===== src/rtl/mpc_pkg.sv =====
package mpc_pkg;
  localparam int ADDR_W = 32;
  localparam int GRAN_LSB = 5;
  localparam int PAGE_W = ADDR_W - GRAN_LSB;

  localparam logic [2:0] OFS_ID   = 3'd0;
  localparam logic [2:0] OFS_CTRL = 3'd1;
  localparam logic [2:0] OFS_SEL  = 3'd2;
  localparam logic [2:0] OFS_BASE = 3'd3;
  localparam logic [2:0] OFS_LIM  = 3'd4;

  typedef struct packed {
    logic [PAGE_W-1:0] base;
    logic [PAGE_W-1:0] limit;
    logic              en;
    logic              unpriv_ok;
    logic              ro;
    logic              deny;
  } win_cfg_t;

  typedef struct packed {
    logic bg_priv;
    logic in_handler;
    logic on;
  } ctrl_t;
endpackage


===== src/rtl/mpc_regs.sv =====
module mpc_regs
  import mpc_pkg::*;
#(
  parameter int NREG = 8
) (
  input  logic                   clk,
  input  logic                   rst_n,
  input  logic                   cfg_sel,
  input  logic                   cfg_wr,
  input  logic [4:0]             cfg_addr,
  input  logic [ADDR_W-1:0]      cfg_wdata,
  output logic [ADDR_W-1:0]      cfg_rdata,
  output ctrl_t                  ctrl,
  output win_cfg_t [NREG-1:0]    wins
);
  localparam int IDX_W = (NREG > 1) ? $clog2(NREG) : 1;

  logic [IDX_W-1:0] sel_q;
  ctrl_t            ctrl_q;
  win_cfg_t [NREG-1:0] wins_q;
  logic [2:0]       word;
  logic             do_wr;
  win_cfg_t         cur;

  assign word  = cfg_addr[4:2];
  assign do_wr = cfg_sel && cfg_wr;
  assign cur   = wins_q[sel_q];

  always_ff @(posedge clk) begin
    if (!rst_n) begin
      sel_q  <= '0;
      ctrl_q <= '0;
      wins_q <= '0;
    end else if (do_wr) begin
      unique case (word)
        OFS_CTRL: ctrl_q <= ctrl_t'(cfg_wdata[2:0]);
        OFS_SEL:  sel_q  <= cfg_wdata[IDX_W-1:0];
        OFS_BASE: begin
          wins_q[sel_q].base      <= cfg_wdata[ADDR_W-1:GRAN_LSB];
          wins_q[sel_q].unpriv_ok <= cfg_wdata[2];
          wins_q[sel_q].ro        <= cfg_wdata[1];
          wins_q[sel_q].deny      <= cfg_wdata[0];
        end
        OFS_LIM: begin
          wins_q[sel_q].limit <= cfg_wdata[ADDR_W-1:GRAN_LSB];
          wins_q[sel_q].en    <= cfg_wdata[0];
        end
        default: ;
      endcase
    end
  end

  always_comb begin
    cfg_rdata = '0;
    unique case (word)
      OFS_ID:   cfg_rdata[15:8] = 8'(NREG);
      OFS_CTRL: cfg_rdata[2:0] = ctrl_q;
      OFS_SEL:  cfg_rdata[IDX_W-1:0] = sel_q;
      OFS_BASE: cfg_rdata = {cur.base, 2'b00, cur.unpriv_ok, cur.ro, cur.deny};
      OFS_LIM:  cfg_rdata = {cur.limit, {(GRAN_LSB-1){1'b0}}, cur.en};
      default:  cfg_rdata = '0;
    endcase
  end

  assign ctrl = ctrl_q;
  assign wins = wins_q;
endmodule


===== src/rtl/mpc_match.sv =====
module mpc_match
  import mpc_pkg::*;
#(
  parameter int NREG = 8
) (
  input  logic [ADDR_W-1:0]   addr,
  input  win_cfg_t [NREG-1:0] wins,
  output logic [NREG-1:0]     hit
);
  logic [PAGE_W-1:0] page;
  assign page = addr[ADDR_W-1:GRAN_LSB];

  for (genvar g = 0; g < NREG; g++) begin : g_win
    logic above_base;
    logic below_lim;
    assign above_base = page >= wins[g].base;
    assign below_lim  = page <= wins[g].limit;
    assign hit[g]     = wins[g].en && above_base && below_lim;
  end
endmodule


===== src/rtl/mpc_prio.sv =====
module mpc_prio
  import mpc_pkg::*;
#(
  parameter int NREG = 8,
  localparam int IDX_W = (NREG > 1) ? $clog2(NREG) : 1
) (
  input  logic [NREG-1:0]     hit,
  input  win_cfg_t [NREG-1:0] wins,
  output logic                found,
  output logic [IDX_W-1:0]    idx,
  output win_cfg_t            win
);
  always_comb begin
    found = 1'b0;
    idx   = '0;
    for (int i = 0; i < NREG; i++) begin
      if (hit[i]) begin
        found = 1'b1;
        idx   = IDX_W'(i);
      end
    end
  end

  assign win = wins[idx];
endmodule


===== src/rtl/mpc_top.sv =====
module mpc_top
  import mpc_pkg::*;
#(
  parameter int NREG = 8,
  parameter logic [31:0] VEC_SIZE = 32'h0000_0400,
  parameter logic [31:0] SCS_BASE = 32'hE000_E000,
  parameter logic [31:0] SCS_SIZE = 32'h0000_1000,
  localparam int RW = $clog2(NREG + 1)
) (
  input  logic          clk,
  input  logic          rst_n,
  input  logic          cfg_sel,
  input  logic          cfg_wr,
  input  logic [4:0]    cfg_addr,
  input  logic [31:0]   cfg_wdata,
  output logic [31:0]   cfg_rdata,
  input  logic          acc_valid,
  output logic          acc_ready,
  input  logic [31:0]   acc_addr,
  input  logic          acc_priv,
  input  logic          acc_write,
  input  logic          acc_handler,
  output logic          rsp_valid,
  input  logic          rsp_ready,
  output logic          rsp_fault,
  output logic [RW-1:0] rsp_region
);
  localparam int IDX_W = (NREG > 1) ? $clog2(NREG) : 1;
  localparam logic [RW-1:0] NO_WIN = RW'(NREG);

  ctrl_t               ctrl;
  win_cfg_t [NREG-1:0] wins;
  logic [NREG-1:0]     hit;
  logic                found;
  logic [IDX_W-1:0]    idx;
  win_cfg_t            win;
  logic                ctrl_on;
  logic                ctrl_hf;
  logic                in_vec;
  logic                in_scs;
  logic                active;
  logic                nxt_fault;
  logic [RW-1:0]       nxt_region;

  mpc_regs #(.NREG(NREG)) u_regs (
    .clk(clk), .rst_n(rst_n), .cfg_sel(cfg_sel), .cfg_wr(cfg_wr),
    .cfg_addr(cfg_addr), .cfg_wdata(cfg_wdata), .cfg_rdata(cfg_rdata),
    .ctrl(ctrl), .wins(wins)
  );

  mpc_match #(.NREG(NREG)) u_match (.addr(acc_addr), .wins(wins), .hit(hit));

  mpc_prio #(.NREG(NREG)) u_prio (
    .hit(hit), .wins(wins), .found(found), .idx(idx), .win(win)
  );

  assign ctrl_on = ctrl.on;
  assign ctrl_hf = ctrl.in_handler;
  assign in_vec  = acc_addr < VEC_SIZE;
  assign in_scs  = (acc_addr >= SCS_BASE) && ((acc_addr - SCS_BASE) < SCS_SIZE);
  assign active  = ctrl_on && !(acc_handler && !ctrl_hf) && !in_vec && !in_scs;

  always_comb begin
    nxt_fault  = 1'b0;
    nxt_region = NO_WIN;
    if (active) begin
      if (found) begin
        nxt_region = RW'(idx);
        nxt_fault  = win.deny || (!acc_priv && !win.unpriv_ok) || (acc_write && win.ro);
      end else begin
        nxt_fault  = !(acc_priv && ctrl.bg_priv);
      end
    end
  end

  assign acc_ready = !rsp_valid || rsp_ready;

  always_ff @(posedge clk) begin
    if (!rst_n) begin
      rsp_valid  <= 1'b0;
      rsp_fault  <= 1'b0;
      rsp_region <= NO_WIN;
    end else if (acc_ready) begin
      rsp_valid <= acc_valid;
      if (acc_valid) begin
        rsp_fault  <= nxt_fault;
        rsp_region <= nxt_region;
      end
    end
  end
endmodule


===== config.mk =====
export PLATFORM = sky130hd
export DESIGN_NAME = mpc_top
export DESIGN_NICKNAME = d
export VERILOG_FILES = /design/src/rtl/mpc_pkg.sv /design/src/rtl/mpc_regs.sv /design/src/rtl/mpc_match.sv /design/src/rtl/mpc_prio.sv /design/src/rtl/mpc_top.sv
export SDC_FILE = /design/constraint.sdc
export NUM_CORES = 2
export LEC_CHECK = 0
export BUFFER_PORTS_ARGS = -buffer_cell sky130_fd_sc_hd__buf_2
export CAP_MARGIN = 20
export CORE_MARGIN = 2
export CORE_UTILIZATION = 38
export DETAILED_ROUTE_END_ITERATION = 8
export PLACE_DENSITY = 0.6
export SLEW_MARGIN = 10
export SYNTH_ARGS = -nofsm -noshare
export SYNTH_HDL_FRONTEND = slang
export SYNTH_SLANG_ARGS = --single-unit

===== constraint.sdc =====
create_clock -name clk -period 2.83 [get_ports clk]
set_input_delay 0.1415 -clock clk [delete_from_list [all_inputs] [get_ports clk]]
set_output_delay 0.1415 -clock clk [all_outputs]
set_load 0.005 [all_outputs]

==> impl_metrics.json <==
{
  "hold_class": "input port to register",
  "setup_ws_ns": -0.441,
  "reg2reg_depth": 16,
  "post_drt_wl_per_cell_microns": 23.9,
  "period_needed_ns": 3.27,
  "worstHoldEndpoint": "u_regs.wins[75]",
  "setup_violations": 5,
  "rsz0062_at_grt": "true",
  "dp_cells": 5808,
  "clock_skew_ns": 0.0238,
  "cts.sinks": 476,
  "synth_top_area_cell": "dfxtp_1",
  "routed_wl_mm": 142,
  "critical_path_required_ns": 3.35,
  "cp-start-kind": "register",
  "clockBufferDepth": 3,
  "synth-edff-count": 0,
  "synth_seq_cells": 476,
  "p_int_mw": 12.0,
  "crit_path_max_fanout": 9,
  "fin_util": 0.503,
  "vias_per_cell": 5.59,
  "drv_slew": 0,
  "final_common_cell": "nand2_1",
  "htree_levels": 2,
  "fp.coreArea_sq_mm": 0.0832,
  "r2r_start": "u_regs.wins[284]",
  "cts_root_buffer": "clkbuf_16",
  "tightest_slew_ns": 0.785,
  "regToRegSetupSlack_ns": -0.44,
  "power_switching_share": 0.272,
  "grt_start_max_net_pins": 110,
  "cts_tree": "built",
  "antenna_left": 0,
  "cap_violations": 0,
  "fin_crit_sh": 1.16,
  "r2r_end": "rsp_fault",
  "dpl_cell_area_sq_mm": 0.0388,
  "dominantRegCellSynth": "dfxtp_1",
  "grt_pass1_vias": 31600,
  "totalPowerFinal_mw": 16.5,
  "hpwl_mm": 102,
  "hold_viol_final": 0,
  "port_buffers": 105,
  "antenna_found_initial": 7,
  "switchingPower_mw": 4.49,
  "relSlewSlack": 0.469,
  "grtUsageTotal": 0.324,
  "dp_slack_ns": -1.09,
  "fmax_mhz": 306,
  "end_kind": "register",
  "worstPathArrival_ns": 3.79,
  "ys_seq_area_frac": 0.300,
  "cts.clk_slew.worst_paths_ns": 0.06,
  "synth_top_area_share": 0.300,
  "async_flop_share": 0,
  "fin_cells": 5965,
  "gp_congestion": 1.01,
  "power_leakage_nw": 16.0,
  "syn_to_final_growth_pct": 31.6,
  "start_util": 0.382,
  "insertion_delay_ns": 0.66,
  "yosys_warnings": 0,
  "seqPwrFrac": 0.407,
  "syn_inst": 4150,
  "drive_gt1_frac": 0.220,
  "dr.pass1.iters": 6,
  "synth_cell_types": 82,
  "violations": "negative setup slack",
  "min_from": "cfg_wdata[18]",
  "drt-initial-drc-count": 3160,
  "final_area_sq_mm": 0.0418,
  "peakVddDrop_uv": 508,
  "grt_pass1_wl_mm": 208,
  "layout_common_cells": "1032 x nand2_1, 703 x buf_4, 467 x dfxtp_1",
  "avgSynthCellArea_sq_um": 7.66,
  "syn_area_sq_mm": 0.0318,
  "grt_overflow": 0,
  "crit_type": "register to register",
  "hold_ws_ns": 0.0131,
  "whs_path_depth": 3,
  "core.rowCount": 106,
  "die_x_microns": 293,
  "num_vias": 33300,
  "nets": 5349,
  "fp.dieH_microns": 293,
  "cts_buffers": 59,
  "clock_power_share": 0.470,
  "pwr-share-comb": 0.123,
  "tns_ns": -1.32,
  "die_area_sq_mm": 0.0859,
  "synth.area.top_cells": "dfxtp_1 30%, ha_1 17%, nand2_1 12%",
  "powerDensity_mw_per_mm2": 395,
  "status": "finished, violations left",
  "io_pins": 117,
  "drc_errors": 0
}
==> cell usage after synthesis, types with 4 or more instances <==
cell type,instances
nand2_1,1035
dfxtp_1,476
a21boi_0,466
inv_1,435
ha_1,433
clkbuf_1,246
a22oi_1,179
a21oi_1,141
nand4_1,100
a21o_1,83
o21ai_0,74
nand3_1,71
nor2_1,67
a22o_1,35
a221oi_1,31
nor3_1,28
a211oi_1,26
nor2b_1,26
nor4_1,13
o22ai_1,13
buf_1,11
a31oi_1,10
and2_1,10
o211ai_1,10
o21a_1,10
nand2b_1,9
mux2i_1,8
and4_1,7
or4_1,6
nand3b_1,5
o21bai_1,5
a2111oi_0,4
==> power groups by stage <==
stage	clock network, mW	logic [mW]	registers, mW
floorplan	0	0.935	6.87
global placement	0	1.88	6.87
detailed placement	0	1.89	6.87
CTS	7.81	1.97	6.72
global route	8.08	2.19	6.72
finish	7.77	2.03	6.72
==> worst max-delay path, stage by stage, from the launching register on <==
cell and delay (ns):
dfxtp_1 0.36, inv_1 0.06, ha_1 0.31, nand3_1 0.20, or4_4 0.59, o21ai_1 0.20, a311oi_2 0.08, buf_4 0.16
a22o_2 0.21, nand2_1 0.07, o21ai_2 0.07, buf_12 0.14, buf_4 0.15, a2111oi_4 0.20, a21oi_2 0.06, o211ai_2 0.15
o211ai_2 0.09
==> how the worst max path moves through the flow <==
stage / start / endpoint / slack, ns / cells past startpoint
detailed placement: acc_addr[13] / rsp_fault / -1.09 / 18
floorplan: u_regs.wins[369] / rsp_fault / 0.03 / 14
CTS: u_regs.wins[369] / rsp_fault / -0.40 / 16
global route: u_regs.wins[136] / rsp_fault / -0.56 / 17
finish: u_regs.wins[284] / rsp_fault / -0.44 / 16
global placement: acc_addr[13] / rsp_fault / -1.0 / 18
==> cells by family after synthesis <==
family,count (synthesis),share of synthesized area
DFF,476,0.300
AOI/OAI and AO/OA,1130,0.255
other,1,0.000118
xor gates and xnor gates,2,0.000551
adders and majority gates,433,0.171
buffers and inverters,698,0.0833
muxes,10,0.00394
and+or+nand+nor,1400,0.187
==> what timing repair did <==
item                       in CTS  in global routing
pin swaps                      22                  9
setup endpoints to repair      35                 12
gates resized for setup        66                 41
hold buffers                   33                  0
hold endpoints to repair      412                  0
setup buffers                  11                  4
gates cloned                    2                  0
==> routing by layer <==
metal / global-route usage / share of wire
met2: 0.517 / 0.44
met5: 0 / 0.00035
met3: 0.0514 / 0.088
met4: 0.154 / 0.056
met1: 0.428 / 0.42
==> sequential cells by signal, summed over array words and instances, names as in the netlist <==
signal,flops
rsp_fault,1
rsp_region,4
rsp_valid,1
u_regs.ctrl,3
u_regs.sel_q,3
u_regs.wins,464
==> layout make-up <==
| type | instances | area [sq um] |
|---|---|---|
| fill | 7918 | 41400 |
| multi-input combinational | 2977 | 20200 |
| sequential | 476 | 9550 |
| timing repair buffer | 888 | 7080 |
| clock buffer | 89 | 1810 |
| inverter | 436 | 1640 |
| tap | 1080 | 1350 |
| clock inverter | 18 | 150 |
| antenna | 1 | 2.50 |
(Power assumes the default switching activity.)
